File: src/rtl/pal_pkg.sv
package pal_pkg;
  localparam int PAL_ADDR_W  = 14;
  localparam int PAL_DATA_W  = 8;
  localparam int PAL_ENTRIES = 64;
  localparam int PAL_CODE_W  = 2;
  localparam int PAL_KEEP_W  = 4;
  localparam logic [PAL_CODE_W-1:0] PAL_WRITE_CODE = 2'b11;
endpackage

File: src/rtl/pal_addr_ctr.sv
module pal_addr_ctr #(
  parameter int AW = 14
) (
  input  logic          clk,
  input  logic          rst,
  input  logic          load,
  input  logic [AW-1:0] load_val,
  input  logic          step,
  output logic [AW-1:0] addr
);
  // load has priority over step; wrap is natural modulo 2**AW
  always_ff @(posedge clk) begin
    if (rst)       addr <= '0;
    else if (load) addr <= load_val;
    else if (step) addr <= addr + AW'(1);
  end
endmodule

File: src/rtl/pal_pair_latch.sv
module pal_pair_latch #(
  parameter int DW = 8
) (
  input  logic          clk,
  input  logic          rst,
  input  logic          capture,
  input  logic [DW-1:0] din,
  output logic [DW-1:0] held
);
  always_ff @(posedge clk) begin
    if (rst)          held <= '0;
    else if (capture) held <= din;
  end
endmodule

File: src/rtl/pal_store.sv
module pal_store #(
  parameter int DW      = 8,
  parameter int ENTRIES = 64,
  localparam int IW     = $clog2(ENTRIES),
  localparam int SW     = IW - 1
) (
  input  logic          clk,
  input  logic          rst,
  input  logic          pair_we,
  input  logic [SW-1:0] slot,
  input  logic [DW-1:0] lo_data,
  input  logic [DW-1:0] hi_data,
  input  logic [IW-1:0] rd_idx,
  output logic [DW-1:0] rd_data,
  output logic          busy
);
  localparam logic [IW-1:0] LAST = IW'(ENTRIES - 1);

  logic [DW-1:0] mem [ENTRIES];
  logic [IW-1:0] sweep_idx;

  // clearing sweep: one entry per cycle, busy drops with the last one
  always_ff @(posedge clk) begin
    if (rst) begin
      busy      <= 1'b1;
      sweep_idx <= '0;
    end else if (busy) begin
      sweep_idx <= sweep_idx + IW'(1);
      if (sweep_idx == LAST) busy <= 1'b0;
    end
  end

  // storage has no reset; the sweep owns it until busy falls
  always_ff @(posedge clk) begin
    if (!rst) begin
      if (busy) begin
        mem[sweep_idx] <= '0;
      end else if (pair_we) begin
        mem[{slot, 1'b0}] <= lo_data;
        mem[{slot, 1'b1}] <= hi_data;
      end
    end
  end

  assign rd_data = mem[rd_idx];
endmodule

File: src/rtl/pal_pair_writer.sv
module pal_pair_writer
  import pal_pkg::*;
#(
  parameter int AW      = PAL_ADDR_W,
  parameter int DW      = PAL_DATA_W,
  parameter int ENTRIES = PAL_ENTRIES,
  parameter int CW      = PAL_CODE_W,
  parameter int KEEP_W  = PAL_KEEP_W,
  parameter logic [CW-1:0] PAL_CODE = PAL_WRITE_CODE,
  localparam int IW     = $clog2(ENTRIES)
) (
  input  logic          clk,
  input  logic          rst,
  input  logic          addr_set,
  input  logic [AW-1:0] addr_in,
  input  logic [CW-1:0] ctrl_code,
  input  logic          wr_valid,
  output logic          wr_ready,
  input  logic [DW-1:0] wr_data,
  output logic          vram_we,
  output logic [AW-1:0] vram_addr,
  output logic [DW-1:0] vram_data,
  input  logic [IW-1:0] rd_idx,
  output logic [DW-1:0] rd_data,
  output logic          busy
);
  localparam logic [DW-1:0] KEEP_MASK = DW'((1 << KEEP_W) - 1);

  logic          accept, to_pal, odd_addr, capture, pair_we;
  logic [AW-1:0] addr;
  logic [DW-1:0] held;

  assign wr_ready = ~busy;
  assign accept   = wr_valid & wr_ready;
  assign to_pal   = (ctrl_code == PAL_CODE);
  assign odd_addr = addr[0];
  assign capture  = accept & to_pal & ~odd_addr;
  assign pair_we  = accept & to_pal &  odd_addr;

  pal_addr_ctr #(.AW(AW)) u_addr (
    .clk(clk), .rst(rst), .load(addr_set), .load_val(addr_in),
    .step(accept), .addr(addr)
  );

  pal_pair_latch #(.DW(DW)) u_latch (
    .clk(clk), .rst(rst), .capture(capture), .din(wr_data), .held(held)
  );

  pal_store #(.DW(DW), .ENTRIES(ENTRIES)) u_store (
    .clk(clk), .rst(rst), .pair_we(pair_we),
    .slot(addr[IW-1:1]), .lo_data(held), .hi_data(wr_data & KEEP_MASK),
    .rd_idx(rd_idx), .rd_data(rd_data), .busy(busy)
  );

  assign vram_we   = accept & ~to_pal;
  assign vram_addr = addr;
  assign vram_data = wr_data;
endmodule

File: config.mk
export PLATFORM = sky130hd
export DESIGN_NAME = pal_pair_writer
export DESIGN_NICKNAME = d
export VERILOG_FILES = /design/src/rtl/pal_pkg.sv /design/src/rtl/pal_addr_ctr.sv /design/src/rtl/pal_pair_latch.sv /design/src/rtl/pal_store.sv /design/src/rtl/pal_pair_writer.sv
export SDC_FILE = /design/constraint.sdc
export NUM_CORES = 1
export LEC_CHECK = 0
export ABC_AREA = 1
export CAP_MARGIN = 5
export CORE_MARGIN = 2
export CORE_UTILIZATION = 35
export DETAILED_ROUTE_END_ITERATION = 16
export GPL_TIMING_DRIVEN = 0
export SLEW_MARGIN = 5
export SYNTH_ARGS = -nofsm -noshare
export SYNTH_HDL_FRONTEND = slang
export SYNTH_SLANG_ARGS = --single-unit
File: constraint.sdc
create_clock -name clk -period 4.6 [get_ports clk]
set_input_delay 1.38 -clock clk [delete_from_list [all_inputs] [get_ports clk]]
set_output_delay 1.38 -clock clk [all_outputs]
set_load 0.01 [all_outputs]
Word-level counts from Yosys, hierarchy flattened
Memory sizes are Yosys's and may differ from the RTL's.
Cells that the tools add are included.
Storage, ports and cells
  flip-flop bits (word level): 29
  bits in latches: 0
  RAM bits: 512
  bits in read-only memories: 0
  memories kept: 1
Operators by class
  $add $sub $neg: 2
  $mul: 0
  divide/modulo/power cells: 0
  $lt $le $gt $ge: 0
  eq/ne operators: 2
  shift-type cells: 0
  muxes and demuxes: 14
  bitwise operators: 8
  reductions and logical operators: 2
Memories
  u_store.mem: depth 64, width 8, rd ports 1, clocked after Yosys merged registers in 0, wr ports 2, line pal_store.sv:19  | logic [DW-1:0] mem [ENTRIES];
Operator list (count)
  $mux W14: 2
  $add A14 B1 Y14 const B: 1
  $mux W1: 10
  $mux W8: 1
  $reduce_or A8 Y1: 1
  $add A6 B1 Y6 const B: 1
  $eq A6 B6 Y1 const B: 1
  $mux W6: 1
  $and A1 B1 Y1: 5
  $not A1 Y1: 3
  $eq A2 B2 Y1 const B: 1
  $reduce_bool A2 Y1: 1

Logic depth before layout (Yosys ltp)
Gate-level depths: netlist of run 1.
  depth in word-level cells: 10
  gate-level depth with buffers: 11
  mapped depth without buffers: 9

By module
Synthesis of run 1 repeated with hierarchy kept, for this count alone.
Second synthesis, totals
  cells, all modules: 2707
  area, all modules: 25509.5 um2
Modules (own cells, without submodules)
  pal_store: times used 1, cells an instance 2511, area each 24192.0 um2
  pal_addr_ctr: times used 1, cells an instance 128, area each 875.8 um2
  pal_pair_latch: times used 1, cells an instance 51, area each 341.6 um2
  pal_pair_writer: times used 1, cells an instance 17, area each 100.1 um2

Worst setup path after synthesis of run 1
OpenSTA, ideal clock, no wires.
  path type: input to output
  start point: input rd_idx[1]
  end point: output rd_data[5]
  arrival: 2.595 ns
  data required time: 3.220 ns
  setup slack: 0.625 ns
  cell stages on the path: 11
  buffers on the path: 2
  cells stage by stage: inv_1 > clkbuf_1 > clkbuf_1 > nand2_1 > nand3_1 > nand2_1 > a21oi_1 > nand2_1 > nand3_1 > nand2_1 > nor2_1
On the way
  cells in the longest elaborated chain, start to end: 1
Ends and longest elaborated chain
  start, declared: line pal_pair_writer.sv:23  | input logic [IW-1:0] rd_idx,
  $mem_v2 Z64 W8
  end, declared: line pal_pair_writer.sv:24  | output logic [DW-1:0] rd_data,
No other way between the ends.

Worst setup path after layout of run 1
  start point: input rd_idx[2]
  end point: output rd_data[6]
The elaborated chain is that of the path after synthesis.

==> reports/qor.csv, run 1 <==
metric,value,unit
initial antenna violation count,3,
"EDFF count, synth",384,
area of the core,0.0548,mm^2
power share of the clock group,0.419,
largest net degree at the start of global routing,14,
DRT antenna net count,0,
Post-Syn Instances,2115,
crit share post-route,1.01,
failing checks,negative setup slack,
"most common cell after layout, fill and taps aside",nand2_1,
first drt pass iteration count,5,
first-pass GRT wire length,106,mm
"FFs w/ async S/R, synth",0,
max cap viols,0,
Worst Tran Pin Value,1290,ps
hold buffers post-CTS,0,
CTS Buf Count,45,
Root Buffer,clkbuf_16,
final slew viol count,0,
Starting DRT DRC Count,2053,
GPL Wtd Cong,1.01,
total routed wirelength,73.3,mm
#FFs+latches synth,413,
die height,239,um
Crit path max-delay family,buffers and inverters,
Worst-Skew Late Latency,600,ps
CP Buf/Inv Count,3,
Placement Cell Area,0.0208,mm^2
Max Fclk,0.216,GHz
hpwl dp,52.2,mm
H-tree depth,2,
CTS Buffer Depth,3,
most frequent cells in the layout,"nand2_1 (496), nor2_1 (485), edfxtp_1 (384)",
Crit. End Element,output port,
Total Power,8.26,mW
Initial Util,0.352,
reg-to-reg startpoint,u_store.busy$_SDFF_PP1_,
die area,0.0570,mm^2
register area share after synthesis,0.628,
HP Start,u_addr.addr[13]$_SDFFE_PP0P_,
Post-synth top flop,edfxtp_1,
WP data required,3220,ps
pwr dens,361,mW/mm^2
CP Launch Type,primary input,
CP cell instances,buf_4 -> clkbuf_2 -> o21ai_0 -> o22ai_2 -> nor2_1 -> nor2_2 -> nor2_1 -> nor2_2 -> clkdlybuf4s15_2,
# DRC,0,
Max stage delay on crit path,430,ps
status,finished with violations,
Via Count,16500,
WS Path Type,primary input to output port,
Reg2Reg Depth,6,
syn_nets,2151,
Slowest cell on crit path,clkbuf_2,
row cnt,86,
arrival time worst endpoint,3240,ps
"Setup violations, final",1,
"Design Area, Final",0.0229,mm^2
Area Overhead vs Synth,18.6,%
CTS tree,yes,
worst vdd ir,0.232,mV
Hold WS,533,ps
worst hold path class,register to register,
layout cells sized above 1,0.0967,
Setup Skew,36.1,ps
die width,239,um
syn avg cell area,9.12,um^2
Setup Total Neg Slack,-23.0,ps
Lkg Pwr,8.12,nW
Nets,2266,
Yosys top cell area share,0.598,
number of port buffers,63,
hold path cells,2,
Int Pwr,6.21,mW
Comb pwr share,0.087,
Clock Sinks,413,
Synth warnings,0,
synthesized area,0.0193,mm^2
"Hold Vio Cnt, Final",0,
Worst-path clk slew,60,ps
Crit Path Max Fanout,10,
switching pwr,2.05,mW
vias in the first global route,15900,
critical path depth,9,
switching share of total power,0.248,
post-DR wirelength/cell,24.7,um
leading area contributor after synthesis,edfxtp_1,
Finished Layout Cells,2970,
crit path time final,4620,ps
r2r setup slk,1110,ps
r2r endpoint,u_store.mem[50][0]$_SDFFCE_PN0P_,
I/O Pins,67,
Hold EP,u_addr.addr[13]$_SDFFE_PP0P_,
synth unique cells,29,
fin worst setup slack,-23.0,ps
top post-synthesis cells by area,"edfxtp_1 (60%), nand2_1 (9.8%), nor2_1 (9.6%), nand3_1 (7.0%), o21ai_0 (3.0%)",
GR Overflow Total,0,
Flop pwr share,0.495,
routed vias/inst,5.56,
Slew Limit Headroom,0.132,
Placed Cells,2883,
GRT Total Usage,0.258,
==> how the worst max path moves through the flow <==
stage | end | from
floorplan | rd_data[5] | rd_idx[1]
global placement | rd_data[0] | rd_idx[0]
detailed placement | rd_data[0] | rd_idx[0]
CTS | rd_data[1] | rd_idx[1]
global route | rd_data[5] | rd_idx[1]
finish | rd_data[6] | rd_idx[2]
==> synth_stat cells, types with 2 or more instances <==
master	count
a31oi_1	8
nand4_1	2
o22ai_1	4
nand2_1	503
buf_2	34
nor2_2	2
o211ai_1	13
a21oi_1	25
edfxtp_1	384
dfxtp_1	29
buf_4	8
nand3_1	268
clkbuf_1	110
inv_1	62
o21ai_0	117
nor3_4	2
nor3_1	21
clkinv_1	6
ha_1	2
buf_1	14
o221ai_1	2
nor2_1	491
xor2_1	2
==> flip-flops by register name, summed over array words and instances, names as in the netlist <==
signal             flops
u_addr.addr           14
u_latch.held           8
u_store.busy           1
u_store.mem          384
u_store.sweep_idx      6
==> per-layer routing <==
metal / global-route usage / wire (um)
met5: 0 / 0
met4: 0.129 / 4160
met3: 0.0499 / 7690
met2: 0.402 / 32400
met1: 0.345 / 29000
==> cells by family after synthesis <==
logic type	Yosys count	share of synthesized area
DFF	413	0.628
buffers and inverters	235	0.0495
AOI/OAI and AO/OA	169	0.0467
xor gates and xnor gates	3	0.00136
and+or+nand+nor	1293	0.273
adders and majority gates	2	0.00130
==> what timing repair did <==
action | in CTS | in global routing
cloned | 3 | 0
pin swaps | 3 | 1
setup endpoints to repair | 8 | 24
buffers inserted | 0 | 0
resized for setup | 219 | 47
==> worst min-delay path, stage by stage, from the launching register on <==
cell and delay (ps):
dfxtp_1 330, nand2_1 70, a31oi_1 70
==> power groups by stage <==
| stage | sequential (mW) | clock (mW) | combinational (mW) |
|---|---|---|---|
| 3_3_place_gp | 4.17 | 0 | 0.621 |
| 6_report | 4.09 | 3.46 | 0.715 |
| 2_1_floorplan | 4.16 | 0 | 0.311 |
| 3_5_place_dp | 4.17 | 0 | 0.625 |
| 5_1_grt | 4.09 | 3.60 | 0.747 |
| 4_1_cts | 4.09 | 3.46 | 0.685 |
==> through the flow <==
step	util	worst slack [ps]
2_1_floorplan	-	625
3_3_place_gp	0.380	-1740
3_5_place_dp	0.380	-1760
4_1_cts	0.416	-2.81
5_1_grt	0.418	-9.03
6_report	0.418	-23.0
==> area by class of cell <==
type	count	area (um^2)
Fill cell	5278	31900
Buffer	166	1270
Multi-Input combinational cell	1467	6310
Clock buffer	63	1270
Timing Repair Buffer	68	666
Clock inverter	18	93.8
Tap cell	704	881
Antenna cell	2	5.00
Inverter	69	265
Sequential cell	413	12100
No activity file was read; power rests on OpenSTA's default activity.
==> run 2: changes to the inputs <==
- CORE_MARGIN: 2 -> unset
==> run 2 against run 1 <==
Compared with the run above:
- critical path type unchanged
- setup slack improved by 35 ps
- worst hold slack improved by 2.0 ps
- critical path depth did not move
- clock skew fell by 7.0 ps
- global-route usage fell by 0.26 points
- the flow now finishes without violations
- largest cell class unchanged
- clock power rose by 13%
- via count rose by 0.13%
- critical endpoint is now rd_data[7]
- sequential power barely moved
- die area fell by 1.7%
- wire length fell by 1.2%
- clock-buffer cell count fell by 13
==> reports/qor.csv, run 2 (same netlist as run 1, synthesis figures left out) <==
metric,value,unit,change
status,completed,,
critical path depth,9,,unchanged
crit path to,rd_data[7],,
CP cell instances,dlygate4sd2_1 -> clkinv_4 -> clkbuf_4 -> nand2_1 -> nand3_1 -> nand3_1 -> nand2_2 -> nor2_4 -> dlygate4sd2_1,,
Worst-Skew Late Latency,600,ps,about the same
reg-to-reg startpoint,u_store.busy$_SDFF_PP1_,,
worst hold path class,register to register,,
pre-CTS WS,-1860,ps,-100 ps
max reg flops,384,,unchanged
H-tree depth,2,,unchanged
WP data required,3220,ps,about the same
metal3 WL,7.66,mm,-0.39%
area of the core,0.0541,mm^2,-1.2%
r2r setup slk,1110,ps,about the same
met2 wire len,32.2,mm,-0.67%
DRT antenna net count,0,,unchanged
Largest regs,"u_store.mem: 384 flops, u_addr.addr: 14 flops, u_latch.held: 8 flops",,
GPL Wtd Cong,0.966,,-4.8%
Lkg Pwr,8.20,nW,+0.99%
Area Overhead vs Synth,19.3,%,
post-DR wirelength/cell,24.4,um,-1.0%
crit path time final,4590,ps,-34.9 ps
top routing layer used,met5,,
die area,0.0560,mm^2,-1.7%
Via Count,16500,,+0.13%
# DRC,0,,unchanged
Initial Util,0.356,,+0.00414
CTS Buffer Depth,3,,unchanged
WS Path Type,primary input to output port,,
GRT Total Usage,0.256,,-0.00263
Worst Tran Pin Value,1360,ps,+68.6 ps
"most common cell after layout, fill and taps aside",nand2_1,,
total routed wirelength,72.4,mm,-1.2%
max cap viols,0,,unchanged
Slew Limit Headroom,0.0857,,-0.0462
final slew viol count,0,,unchanged
Int Pwr,6.60,mW,+6.2%
Flop pwr share,0.470,,-0.025
layout cells sized above 1,0.105,,+0.00825
most frequent cells in the layout,"nand2_1 (493), nor2_1 (484), edfxtp_1 (384)",,
switching pwr,2.09,mW,+2.2%
Util after Layout,0.425,,+0.00759
largest net degree at the start of global routing,14,,unchanged
sequential cell area,0.0121,mm^2,unchanged
Starting DRT DRC Count,2158,,+5.1%
number of port buffers,63,,unchanged
initial antenna violation count,4,,+1
CTS Buf Count,45,,unchanged
worst vdd ir,0.241,mV,+3.9%
Setup Skew,29.1,ps,-7.04 ps
arrival time worst endpoint,3210,ps,-30 ps
CP Buf/Inv Count,4,,+1
vias in the first global route,15400,,-3.5%
crit share post-route,0.997,,-0.00760
multi-input logic area,0.00634,mm^2,+0.54%
Crit. End Element,output port,,
CTS tree,yes,,
Max stage delay on crit path,430,ps,about the same
hpwl dp,51.7,mm,-1.0%
row cnt,85,,-1.2%
routed vias/inst,5.58,,+0.33%
die height,237,um,-0.84%
Slowest cell on crit path,dlygate4sd2_1,,
"Setup violations, final",0,,-1
GR Overflow Total,0,,unchanged
"Hold Vio Cnt, Final",0,,unchanged
Crit Path Max Fanout,10,,unchanged
Nets,2267,,+0.044%
I/O Pins,67,,unchanged
pwr dens,378,mW/mm^2,+4.5%
Reg2Reg Depth,6,,unchanged
Crit path max-delay family,buffers and inverters,,
crit path launch,rd_idx[3],,
power share of the clock group,0.449,,+0.030
hold buffers post-CTS,0,,unchanged
r2r endpoint,u_store.mem[2][5]$_SDFFCE_PN0P_,,
Worst-path clk slew,60,ps,about the same
first drt pass iteration count,6,,+1
Max Fclk,0.218,GHz,+0.76%
CP Launch Type,primary input,,
Top reg by flops,u_store.mem,,
switching share of total power,0.241,,-0.00695
# fillers,5242,,-0.68%
die width,237,um,-0.84%
Metal-1 WL,28.8,mm,-0.70%
Root Buffer,clkbuf_16,,
first-pass GRT wire length,103,mm,-2.5%
fin worst setup slack,11.9,ps,+34.9 ps
Clock Sinks,413,,unchanged
Comb pwr share,0.081,,-0.006
run 2: repair_timing:
action,CTS,global route
gates cloned,1,0
pin swaps,3,4
hold endpoints to repair,0,0
setup buffers,0,0
endpoints found under the setup margin,8,8
resized for setup,209,44
run 2: tightest hold or removal path, stage by stage (launching register included):
cell     delay (ps)
dfxtp_1         330
nand2_1          70
a31oi_1          80
run 2: cell type report:
type                    instances  share of cell area
diodes                          1            0.000109
plain buffers                 166              0.0520
clock buffers                  50              0.0497
clock inverters                33              0.0177
inverters                      69              0.0117
multi-input cells            1467               0.276
flip-flops and latches        413               0.526
well taps                     696              0.0378
repair buffers                 69              0.0289
run 2: worst min-delay path by stage:
stage                     cells after the start                         startpoint                                end
after floorplan                               2  u_store.sweep_idx[5]$_SDFFE_PP0P_  u_store.sweep_idx[5]$_SDFFE_PP0P_
after global placement                        2  u_store.sweep_idx[5]$_SDFFE_PP0P_  u_store.sweep_idx[5]$_SDFFE_PP0P_
after detailed placement                      2       u_addr.addr[13]$_SDFFE_PP0P_       u_addr.addr[13]$_SDFFE_PP0P_
after CTS                                     2       u_addr.addr[13]$_SDFFE_PP0P_       u_addr.addr[13]$_SDFFE_PP0P_
after global routing                          2  u_store.sweep_idx[5]$_SDFFE_PP0P_  u_store.sweep_idx[5]$_SDFFE_PP0P_
final                                         2       u_addr.addr[13]$_SDFFE_PP0P_       u_addr.addr[13]$_SDFFE_PP0P_
run 2: metal layers:
| layer | track usage | up-vias |
|---|---|---|
| li1 | - | 7316 |
| met1 | 0.343 | 8026 |
| met2 | 0.397 | 1015 |
| met3 | 0.0504 | 178 |
| met4 | 0.121 | 8 |
| met5 | 0 | - |
run 2: per-stage QoR:
| step | TNS, ps | cell area (um^2) | std cells | total power, mW | hold slack, ps |
|---|---|---|---|---|---|
| global placement | -30300 | 20800 | 2874 | 4.78 | 521 |
| floorplan | 0 | 19300 | 2115 | 4.48 | 496 |
| global route | -5.27 | 23000 | 2964 | 8.84 | 559 |
| finish | 0 | 23000 | 2964 | 8.69 | 535 |
| detailed placement | -17440 | 20800 | 2877 | 4.79 | 529 |
| CTS | -69.9 | 22900 | 2961 | 8.64 | 540 |
run 2: power groups by stage:
| stage | registers (mW) | logic (mW) | clock network, mW |
|---|---|---|---|
| finish | 4.09 | 0.701 | 3.90 |
| global route | 4.09 | 0.735 | 4.01 |
| CTS | 4.09 | 0.669 | 3.89 |
| detailed placement | 4.17 | 0.619 | 0 |
| global placement | 4.17 | 0.617 | 0 |
| floorplan | 4.16 | 0.311 | 0 |
